### src/rtl/gpio_edge_pkg.sv
package gpio_edge_pkg;
  localparam int unsigned BUS_W = 32;

  typedef enum logic [2:0] {
    IDX_DIR  = 3'd0,
    IDX_DAT  = 3'd1,
    IDX_IEN  = 3'd2,
    IDX_CHG  = 3'd3,
    IDX_WMSK = 3'd4,
    IDX_TYPE = 3'd5
  } reg_idx_e;
endpackage

### src/rtl/gpio_in_sync.sv
module gpio_in_sync #(
  parameter int unsigned W = 24
) (
  input  logic         clk_i,
  input  logic         rst_ni,
  input  logic [W-1:0] pin_i,
  output logic [W-1:0] lvl_o,
  output logic [W-1:0] edge_o
);
  logic [W-1:0] s1_q, s2_q, prev_q;

  always_ff @(posedge clk_i or negedge rst_ni) begin
    if (!rst_ni) begin
      s1_q   <= '0;
      s2_q   <= '0;
      prev_q <= '0;
    end else begin
      s1_q   <= pin_i;
      s2_q   <= s1_q;
      prev_q <= s2_q;
    end
  end

  assign lvl_o  = s2_q;
  // both edges: any difference against last cycle
  assign edge_o = s2_q ^ prev_q;
endmodule

### src/rtl/gpio_chg_flags.sv
module gpio_chg_flags #(
  parameter int unsigned W = 24
) (
  input  logic         clk_i,
  input  logic         rst_ni,
  input  logic [W-1:0] edge_i,
  input  logic [W-1:0] clr_i,
  output logic [W-1:0] chg_o
);
  for (genvar i = 0; i < W; i++) begin : g_bit
    logic flag_q;
    always_ff @(posedge clk_i or negedge rst_ni) begin
      if (!rst_ni)        flag_q <= 1'b0;
      else if (edge_i[i]) flag_q <= 1'b1;  // new event beats ack
      else if (clr_i[i])  flag_q <= 1'b0;
    end
    assign chg_o[i] = flag_q;
  end

  AST_SET_BY_EDGE: assert property (@(posedge clk_i) disable iff (!rst_ni)
    ((chg_o & ~$past(chg_o) & ~$past(edge_i)) == '0));
  AST_CLR_BY_ACK: assert property (@(posedge clk_i) disable iff (!rst_ni)
    ((~chg_o & $past(chg_o) & ~$past(clr_i)) == '0));
  AST_EDGE_WINS: assert property (@(posedge clk_i) disable iff (!rst_ni)
    (($past(edge_i) & ~chg_o) == '0));
endmodule

### src/rtl/gpio_edge_ctrl.sv
module gpio_edge_ctrl
  import gpio_edge_pkg::*;
#(
  parameter int unsigned N_PINS = 24,
  parameter int unsigned ADDR_W = 5   // must cover offset 0x14
) (
  input  logic              clk_i,
  input  logic              rst_ni,
  input  logic [ADDR_W-1:0] addr_i,
  input  logic              we_i,
  input  logic [BUS_W-1:0]  wdata_i,
  output logic [BUS_W-1:0]  rdata_o,
  input  logic [N_PINS-1:0] pin_i,
  output logic [N_PINS-1:0] pin_o,
  output logic [N_PINS-1:0] pin_oe_o,
  output logic              irq_o
);
  localparam int unsigned IW = ADDR_W - 2;
  localparam logic [N_PINS-1:0] ALL_ONES = '1;

  logic [IW-1:0]     word;
  logic [N_PINS-1:0] wd, dir_q, out_q, ien_q, msk_q;
  logic [N_PINS-1:0] lvl, edg, chg, clr, rd_pins;
  logic              wr_dir, wr_dat, wr_ien, wr_chg, wr_msk;

  assign word   = addr_i[ADDR_W-1:2];
  assign wd     = wdata_i[N_PINS-1:0];
  assign wr_dir = we_i && (word == IW'(IDX_DIR));
  assign wr_dat = we_i && (word == IW'(IDX_DAT));
  assign wr_ien = we_i && (word == IW'(IDX_IEN));
  assign wr_chg = we_i && (word == IW'(IDX_CHG));
  assign wr_msk = we_i && (word == IW'(IDX_WMSK));
  assign clr    = wr_chg ? wd : '0;

  logic unused_addr;
  assign unused_addr = ^addr_i[1:0];
  if (N_PINS < BUS_W) begin : g_pad
    logic unused_wd;
    assign unused_wd = ^wdata_i[BUS_W-1:N_PINS];
    assign rdata_o   = {{(BUS_W-N_PINS){1'b0}}, rd_pins};
  end else begin : g_full
    assign rdata_o = rd_pins;
  end

  gpio_in_sync #(.W(N_PINS)) u_sync (
    .clk_i (clk_i), .rst_ni(rst_ni), .pin_i(pin_i), .lvl_o(lvl), .edge_o(edg)
  );

  gpio_chg_flags #(.W(N_PINS)) u_flags (
    .clk_i (clk_i), .rst_ni(rst_ni), .edge_i(edg), .clr_i(clr), .chg_o(chg)
  );

  always_ff @(posedge clk_i or negedge rst_ni) begin
    if (!rst_ni) begin
      dir_q <= '0;
      out_q <= '0;
      ien_q <= '0;
      msk_q <= ALL_ONES;
    end else begin
      if (wr_dir) dir_q <= wd;
      if (wr_dat) out_q <= (out_q & ~msk_q) | (wd & msk_q);
      if (wr_ien) ien_q <= wd;
      if (wr_msk) msk_q <= wd;
    end
  end

  always_comb begin
    unique case (word)
      IW'(IDX_DIR):  rd_pins = dir_q;
      IW'(IDX_DAT):  rd_pins = (out_q & dir_q) | (lvl & ~dir_q);
      IW'(IDX_IEN):  rd_pins = ien_q;
      IW'(IDX_CHG):  rd_pins = chg;
      IW'(IDX_WMSK): rd_pins = msk_q;
      IW'(IDX_TYPE): rd_pins = ALL_ONES;
      default:       rd_pins = '0;
    endcase
  end

  assign pin_o    = out_q;
  assign pin_oe_o = dir_q;
  assign irq_o    = |(chg & ien_q);

  AST_OE_ON_WRITE: assert property (@(posedge clk_i) disable iff (!rst_ni)
    !$stable(pin_oe_o) |-> $past(wr_dir));
  AST_MASK_HOLDS: assert property (@(posedge clk_i) disable iff (!rst_ni)
    $past(wr_dat) |-> (((pin_o ^ $past(pin_o)) & ~$past(msk_q)) == '0));
  AST_OUT_ON_WRITE: assert property (@(posedge clk_i) disable iff (!rst_ni)
    !$stable(pin_o) |-> $past(wr_dat));
  AST_IRQ_NEEDS_EN: assert property (@(posedge clk_i) disable iff (!rst_ni)
    irq_o |-> (ien_q != '0));
  AST_IRQ_NEEDS_CHG: assert property (@(posedge clk_i) disable iff (!rst_ni)
    irq_o |-> (chg != '0));
endmodule

### config.mk
export PLATFORM = sky130hd
export DESIGN_NAME = gpio_edge_ctrl
export DESIGN_NICKNAME = d
export VERILOG_FILES = /design/src/rtl/gpio_edge_pkg.sv /design/src/rtl/gpio_in_sync.sv /design/src/rtl/gpio_chg_flags.sv /design/src/rtl/gpio_edge_ctrl.sv
export SDC_FILE = /design/constraint.sdc
export NUM_CORES = 1
export LEC_CHECK = 0
export BUFFER_PORTS_ARGS = -buffer_cell sky130_fd_sc_hd__buf_2
export CAP_MARGIN = 15
export CORE_UTILIZATION = 45
export DETAILED_ROUTE_END_ITERATION = 8
export HOLD_SLACK_MARGIN = 0.06
export PLACE_DENSITY = 0.73
export SLEW_MARGIN = 40
export SYNTH_ARGS = -nofsm -noshare
export SYNTH_HDL_FRONTEND = slang
export SYNTH_SLANG_ARGS = --single-unit
export TNS_END_PERCENT = 20
### constraint.sdc
create_clock -name clk_i -period 1.71 [get_ports clk_i]
set_input_delay 0.2565 -clock clk_i [delete_from_list [all_inputs] [get_ports clk_i]]
set_output_delay 0.2565 -clock clk_i [all_outputs]
set_load 0.01 [all_outputs]
==> results.cfg, run 1 <==
[outcome]
outcome = finished with violations
violations = setup timing

[sta]
setup_tns_ns = -0.425
fin_crit_sh = 1.18
fmax_mhz = 494
setup_ws_ns = -0.314
skew_ns = 0.00824
drv_slew = 0
setup_violations = 4
hold_viol = 0
final.min_clock_period_ns = 2.02
rsz0062_at_grt = yes

[layout]
mostFrequentLayoutCells = dfrtp_1, buf_2, nand2_1, mux2_2, buf_4
mostFrequentLayoutCell = dfrtp_1
area_growth_pct = 27.6
n_antenna_cell = 0
final_nets = 871
drive_gt1_frac = 0.373

[synth]
ys_types = 31
synth_area_per_cell_um2 = 12.5
ys_seq_area_frac = 0.618
synth-seq-cells = 192
synthesis.instances = 624
syn-cell-area_um2 = 7820
ys_warn_count = 0

[clocking]
ctsRootBufferMaster = clkbuf_16
clk_path_buf_depth = 2
path_clk_slew_ns = 0.07
clock_sinks = 192
cts_buffers = 17
insertion_delay_ns = 0.44
h-tree-depth = 4
tritoncts = done

[route]
wire_per_inst_um = 19.7
drc = 0
drt_iter0_drc = 364
drtPass1Iterations = 5
routed_wl_um = 20400
via_count = 5796
viasPerCell = 5.57
ant_nets = 0

[pwr]
p_per_area_nw_per_um2 = 1210
vdd_drop_max_mv = 0.789
power_leakage_nw = 4.37
total_power_mw = 12.0

[setup_path]
worstPathCellList = a22oi_2 > nand4_1 > or3_4 > buf_6
cp.buffers_inverters = 1
start_kind = register
worstPathRequired_ns = 1.45
critPathTopFamily = simple AND/OR/NAND/NOR gates
cp-end-kind = output pin
cp_slowest_stage_delay_ns = 0.42
cp_max_fo = 2
rr_startpoint = msk_q[18]
critPathKind = register to output pin
r2r_slack_ns = 0.71
cp_data_arrival_time_ns = 1.77
reg2reg_depth = 2
slowest_stage = dfrtp_1

[global_routing]
grt_max_degree = 53
grt_remaining_overflow = 0
grt_antenna_before_repair = 0
gr-usage-all-layers = 0.242
grt_pass1_vias = 6057
grt_pass1_wl_um = 32500

[flow_run]
drv_cap = 0

[floorplan]
coreArea_um2 = 16800
die_h_um = 134
die_w_um = 134
dieArea_um2 = 17900
boundaryPins = 145
start_util = 0.467
num_rows = 47

[placed_design]
dpl.hpwl_um = 14400
portBuffers = 126
gp_congestion = 0.814

[worst_hold_path]
whs_endpoint = pin_oe_o[15]
hp-class = input port to register
hp-start = wdata_i[15]
min_path_cells = 3
## tightest hold or removal path, delay by kind of cell
family	cells	cell delay, ns
and+or+nand+nor	1	0.05
buffers and inverters	1	0.12
AOI/OAI and AO/OA	1	0.06
## logic make-up (layout without fill, tap and decap cells)
kind of cell,count (synthesis),after routing,share of synthesized area
flip-flops,192,192,0.618
AO/OA/AOI/OAI,155,155,0.138
buffers and inverters,67,256,0.0405
XOR/XNOR,24,24,0.0269
AND/OR/NAND/NOR,110,110,0.0691
other,1,8,0.000479
multiplexers,75,75,0.108
## through the flow
stage / instances / hold slack (ns) / worst slack (ns) / util / instance area [um2]
after global placement: 979 / 0.243 / -0.0105 / 0.537 / 9000
after global routing: 1040 / 0.0884 / -0.384 / 0.596 / 9980
final: 1040 / 0.0890 / -0.314 / 0.596 / 9980
after CTS: 1037 / 0.0728 / -0.306 / 0.591 / 9900
after floorplan: 631 / -0.0391 / 0.206 / - / 7850
after detailed placement: 979 / 0.249 / -0.0333 / 0.537 / 9000
## how the worst max path moves through the flow
stage | from | end | slack (ns) | cells after the start
after global routing | u_flags.g_bit[6].flag_q | irq_o | -0.38 | 4
after floorplan | addr_i[2] | ien_q[10] | 0.21 | 5
after detailed placement | addr_i[4] | rdata_o[4] | -0.03 | 6
after CTS | u_flags.g_bit[6].flag_q | irq_o | -0.31 | 4
final | u_flags.g_bit[6].flag_q | irq_o | -0.31 | 4
after global placement | addr_i[2] | rdata_o[17] | -0.01 | 6
## what timing repair did
item                                    4_1_cts  5_1_grt
pin swaps                                     5       11
resized for setup                             9       14
endpoints found under the setup margin       12       22
hold buffers                                 25        0
setup buffers                                 1        3
hold endpoints to repair                     65        0
## synth_stat cells (all sizes together)
library cell,count,area [um2]
dfrtp,168,4200
mux2,73,822
nand2,71,267
a22oi,35,263
buf,32,185
a21o,26,195
dfstp,24,631
inv,24,90.1
nand2b,24,150
o21ai,24,120
xor2,24,210
a21oi,23,115
a32oi,23,201
o211ai,23,173
clkbuf,11,41.3
nand4,3,18.8
nor3b,3,37.5
and2,2,12.5
mux2i,2,20.0
a221oi,1,8.76
and3b,1,8.76
and4b,1,10.0
conb,1,3.75
nand3b,1,7.51
nor2,1,3.75
nor4b,1,8.76
nor4bb,1,10.0
or3,1,6.26
## area by class of cell
type | instances | area (um2)
timing repair buffer | 200 | 1370
clock buffer | 17 | 425
clock inverter | 15 | 170
inverter | 24 | 90.1
fill | 1309 | 6780
multi-input combinational | 372 | 2820
tap | 220 | 275
sequential | 192 | 4830
## metal layers
| metal | wire length [um] | vias to the layer above | GRT usage | share of wire |
|---|---|---|---|---|
| li1 | - | 2571 | - | - |
| met1 | 8510 | 2977 | 0.318 | 0.42 |
| met2 | 10300 | 214 | 0.392 | 0.50 |
| met3 | 1240 | 34 | 0.0518 | 0.061 |
| met4 | 439 | 0 | 0.0947 | 0.021 |
| met5 | 0 | - | 0 | 0 |
## power breakdown
group / internal (mW) / leakage [nW] / total, mW / switching [mW]
sequential: 5.30 / 2.19 / 5.83 / 0.537
clock: 2.19 / 0.283 / 3.99 / 1.80
combinational: 1.10 / 1.91 / 2.22 / 1.11
total: 8.60 / 4.37 / 12.0 / 3.45
Power figures use the tool's default switching activity.
==> run 2, diff against run 1 <==
--- a/config.mk
+++ b/config.mk
@@ -7,11 +7,12 @@
 export LEC_CHECK = 0
 export BUFFER_PORTS_ARGS = -buffer_cell sky130_fd_sc_hd__buf_2
 export CAP_MARGIN = 15
+export CORE_MARGIN = 2
 export CORE_UTILIZATION = 45
 export DETAILED_ROUTE_END_ITERATION = 8
 export HOLD_SLACK_MARGIN = 0.06
-export PLACE_DENSITY = 0.73
-export SLEW_MARGIN = 40
+export PLACE_DENSITY_LB_ADDON = 0.15
+export SLEW_MARGIN = 10
 export SYNTH_ARGS = -nofsm -noshare
 export SYNTH_HDL_FRONTEND = slang
 export SYNTH_SLANG_ARGS = --single-unit
==> run 2 against run 1 <==
The run still ends with setup timing left. Core utilization is 0.86 points lower. Sequential share of layout area fell by 0.31 points. Power hardly changed. Non-clock buffer count increased by 3. Setup slack improved by 0.052 ns. Die area grew 3.0%. Wire length fell by 2.5%. Global-route usage fell by 1.7 points. Largest cell class unchanged. Highest routed layer unchanged.
==> results.cfg, run 2 (synthesized netlist as in run 1, its figures left out) <==
[layout]
final_nets = 874
mostFrequentLayoutCell = dfrtp_1
drive_gt1_frac = 0.379
post-route-util = 0.587
area_growth_pct = 28.4
mostFrequentLayoutCells = dfrtp_1, buf_2, nand2_1, mux2_2, buf_4

[floorplan]
start_util = 0.457
coreArea_um2 = 17100
die_h_um = 136
boundaryPins = 145
num_rows = 48
die_w_um = 136
dieArea_um2 = 18500

[setup_path]
worstPathRequired_ns = 1.45
critPathKind = register to output pin
rr_startpoint = msk_q[19]
start_kind = register
cp-end-kind = output pin
cp_data_arrival_time_ns = 1.72
cp_slowest_stage_delay_ns = 0.42
critPathLaunch = u_flags.g_bit[6].flag_q
critPathTopFamily = simple AND/OR/NAND/NOR gates
cp.buffers_inverters = 1
worstPathCellList = a22oi_2 > nand4_1 > or3_4 > buf_6
slowest_stage = dfrtp_1
cp_max_fo = 3

[route]
routed_wl_um = 19900
via_count = 5628
ant_nets = 0
drc = 0
drt_iter0_drc = 371
drtPass1Iterations = 4
viasPerCell = 5.37
wire_per_inst_um = 19.0

[placed_design]
dpl.hpwl_um = 14100
pre_cts_slack_ns = -0.0541
portBuffers = 126
gp_congestion = 0.822

[flow_run]
drv_cap = 0

[worst_hold_path]
hp-class = input port to register
hp-start = wdata_i[14]

[clocking]
cts_buffers = 17
ctsRootBufferMaster = clkbuf_16
h-tree-depth = 4
path_clk_slew_ns = 0.07
clock_sinks = 192
clk_path_buf_depth = 2
tritoncts = done
insertion_delay_ns = 0.43

[sta]
skew_ns = 0.00791
rsz0062_at_grt = yes
hold_viol = 0
fin_crit_sh = 1.15
setup_violations = 2
final.min_clock_period_ns = 1.97
fmax_mhz = 507
drv_slew = 0
setup_ws_ns = -0.263

[global_routing]
grt_antenna_before_repair = 1
grt_remaining_overflow = 0
grt_pass1_wl_um = 31300
grt_pass1_vias = 5737
grt_max_degree = 54
gr-usage-all-layers = 0.224

[pwr]
p_per_area_nw_per_um2 = 1200
power_leakage_nw = 4.39
vdd_drop_max_mv = 0.791

[outcome]
violations = setup timing
outcome = finished with violations
## run 2: cell types whose count changed in the layout (fill, tap and decap cells not counted), moves of 3 or more
| cell | change |
|---|---|
| a22oi_1 | -7 |
| a22oi_2 | +7 |
| inv_6 | -6 |
| buf_4 | +4 |
| clkbuf_8 | +4 |
| a21oi_1 | +3 |
| a21oi_2 | -3 |
## run 2: cell type report
| class | instances | area, um2 |
|---|---|---|
| flip-flops and latches | 192 | 4830 |
| inverters | 24 | 90.1 |
| clock inverters | 10 | 125 |
| diodes | 1 | 2.50 |
| well taps | 225 | 282 |
| clock buffers | 22 | 484 |
| repair buffers | 203 | 1400 |
| multi-input cells | 372 | 2830 |
| fillers | 1423 | 7070 |
## run 2: metrics by stage
stage               setup TNS [ns]  area [um2]  power [mW]  hold WS [ns]  std cells
finish                      -0.297       10000        12.0        0.0968       1049
global route                -0.625       10000        12.6         0.115       1049
CTS                         -0.349        9950        12.1        0.0758       1044
detailed placement          -0.821        9010        7.93         0.255        982
global placement            -0.275        9010        7.85         0.259        982
floorplan                        0        7850        6.90       -0.0391        631
## run 2: path summary, 6_finish.rpt
kind                              endpoint  slack, ns  depth (start not counted)
max                                  irq_o      -0.26                          4
min                           pin_oe_o[14]        0.1                          3
max reg2reg                       register       0.70                          2
min reg2reg                u_sync.lvl_o[6]       0.35                          0
max in group asynchronous        msk_q[21]       0.69                          3
min in group asynchronous      pin_oe_o[4]       0.36                          2
## run 2: power by group
part           total (mW)  internal [mW]  switching, mW
clock                4.05           2.33           1.72
sequential           5.83           5.30          0.531
combinational        2.16           1.10           1.05
total                12.0           8.73           3.31
## run 2: per-layer routing
metal  up-vias  global-route usage  routed length [um]
li1       2567                   -                   -
met1      2845               0.301                8730
met2       187               0.369                9900
met3        29              0.0391                 919
met4         0              0.0810                 386
met5         -                   0                   0
## run 2: worst register-to-register path: stages (launching register included)
cell	delay (ns)
dfstp_2	0.54
nand2_1	0.07
mux2_2	0.28
## run 2: what timing repair did
action / in CTS / in global routing
resized for setup: 10 / 17
hold buffers: 25 / 0
buffers inserted: 5 / 4
pin swaps: 8 / 13
hold endpoints to repair: 64 / 0
endpoints found under the setup margin: 18 / 14
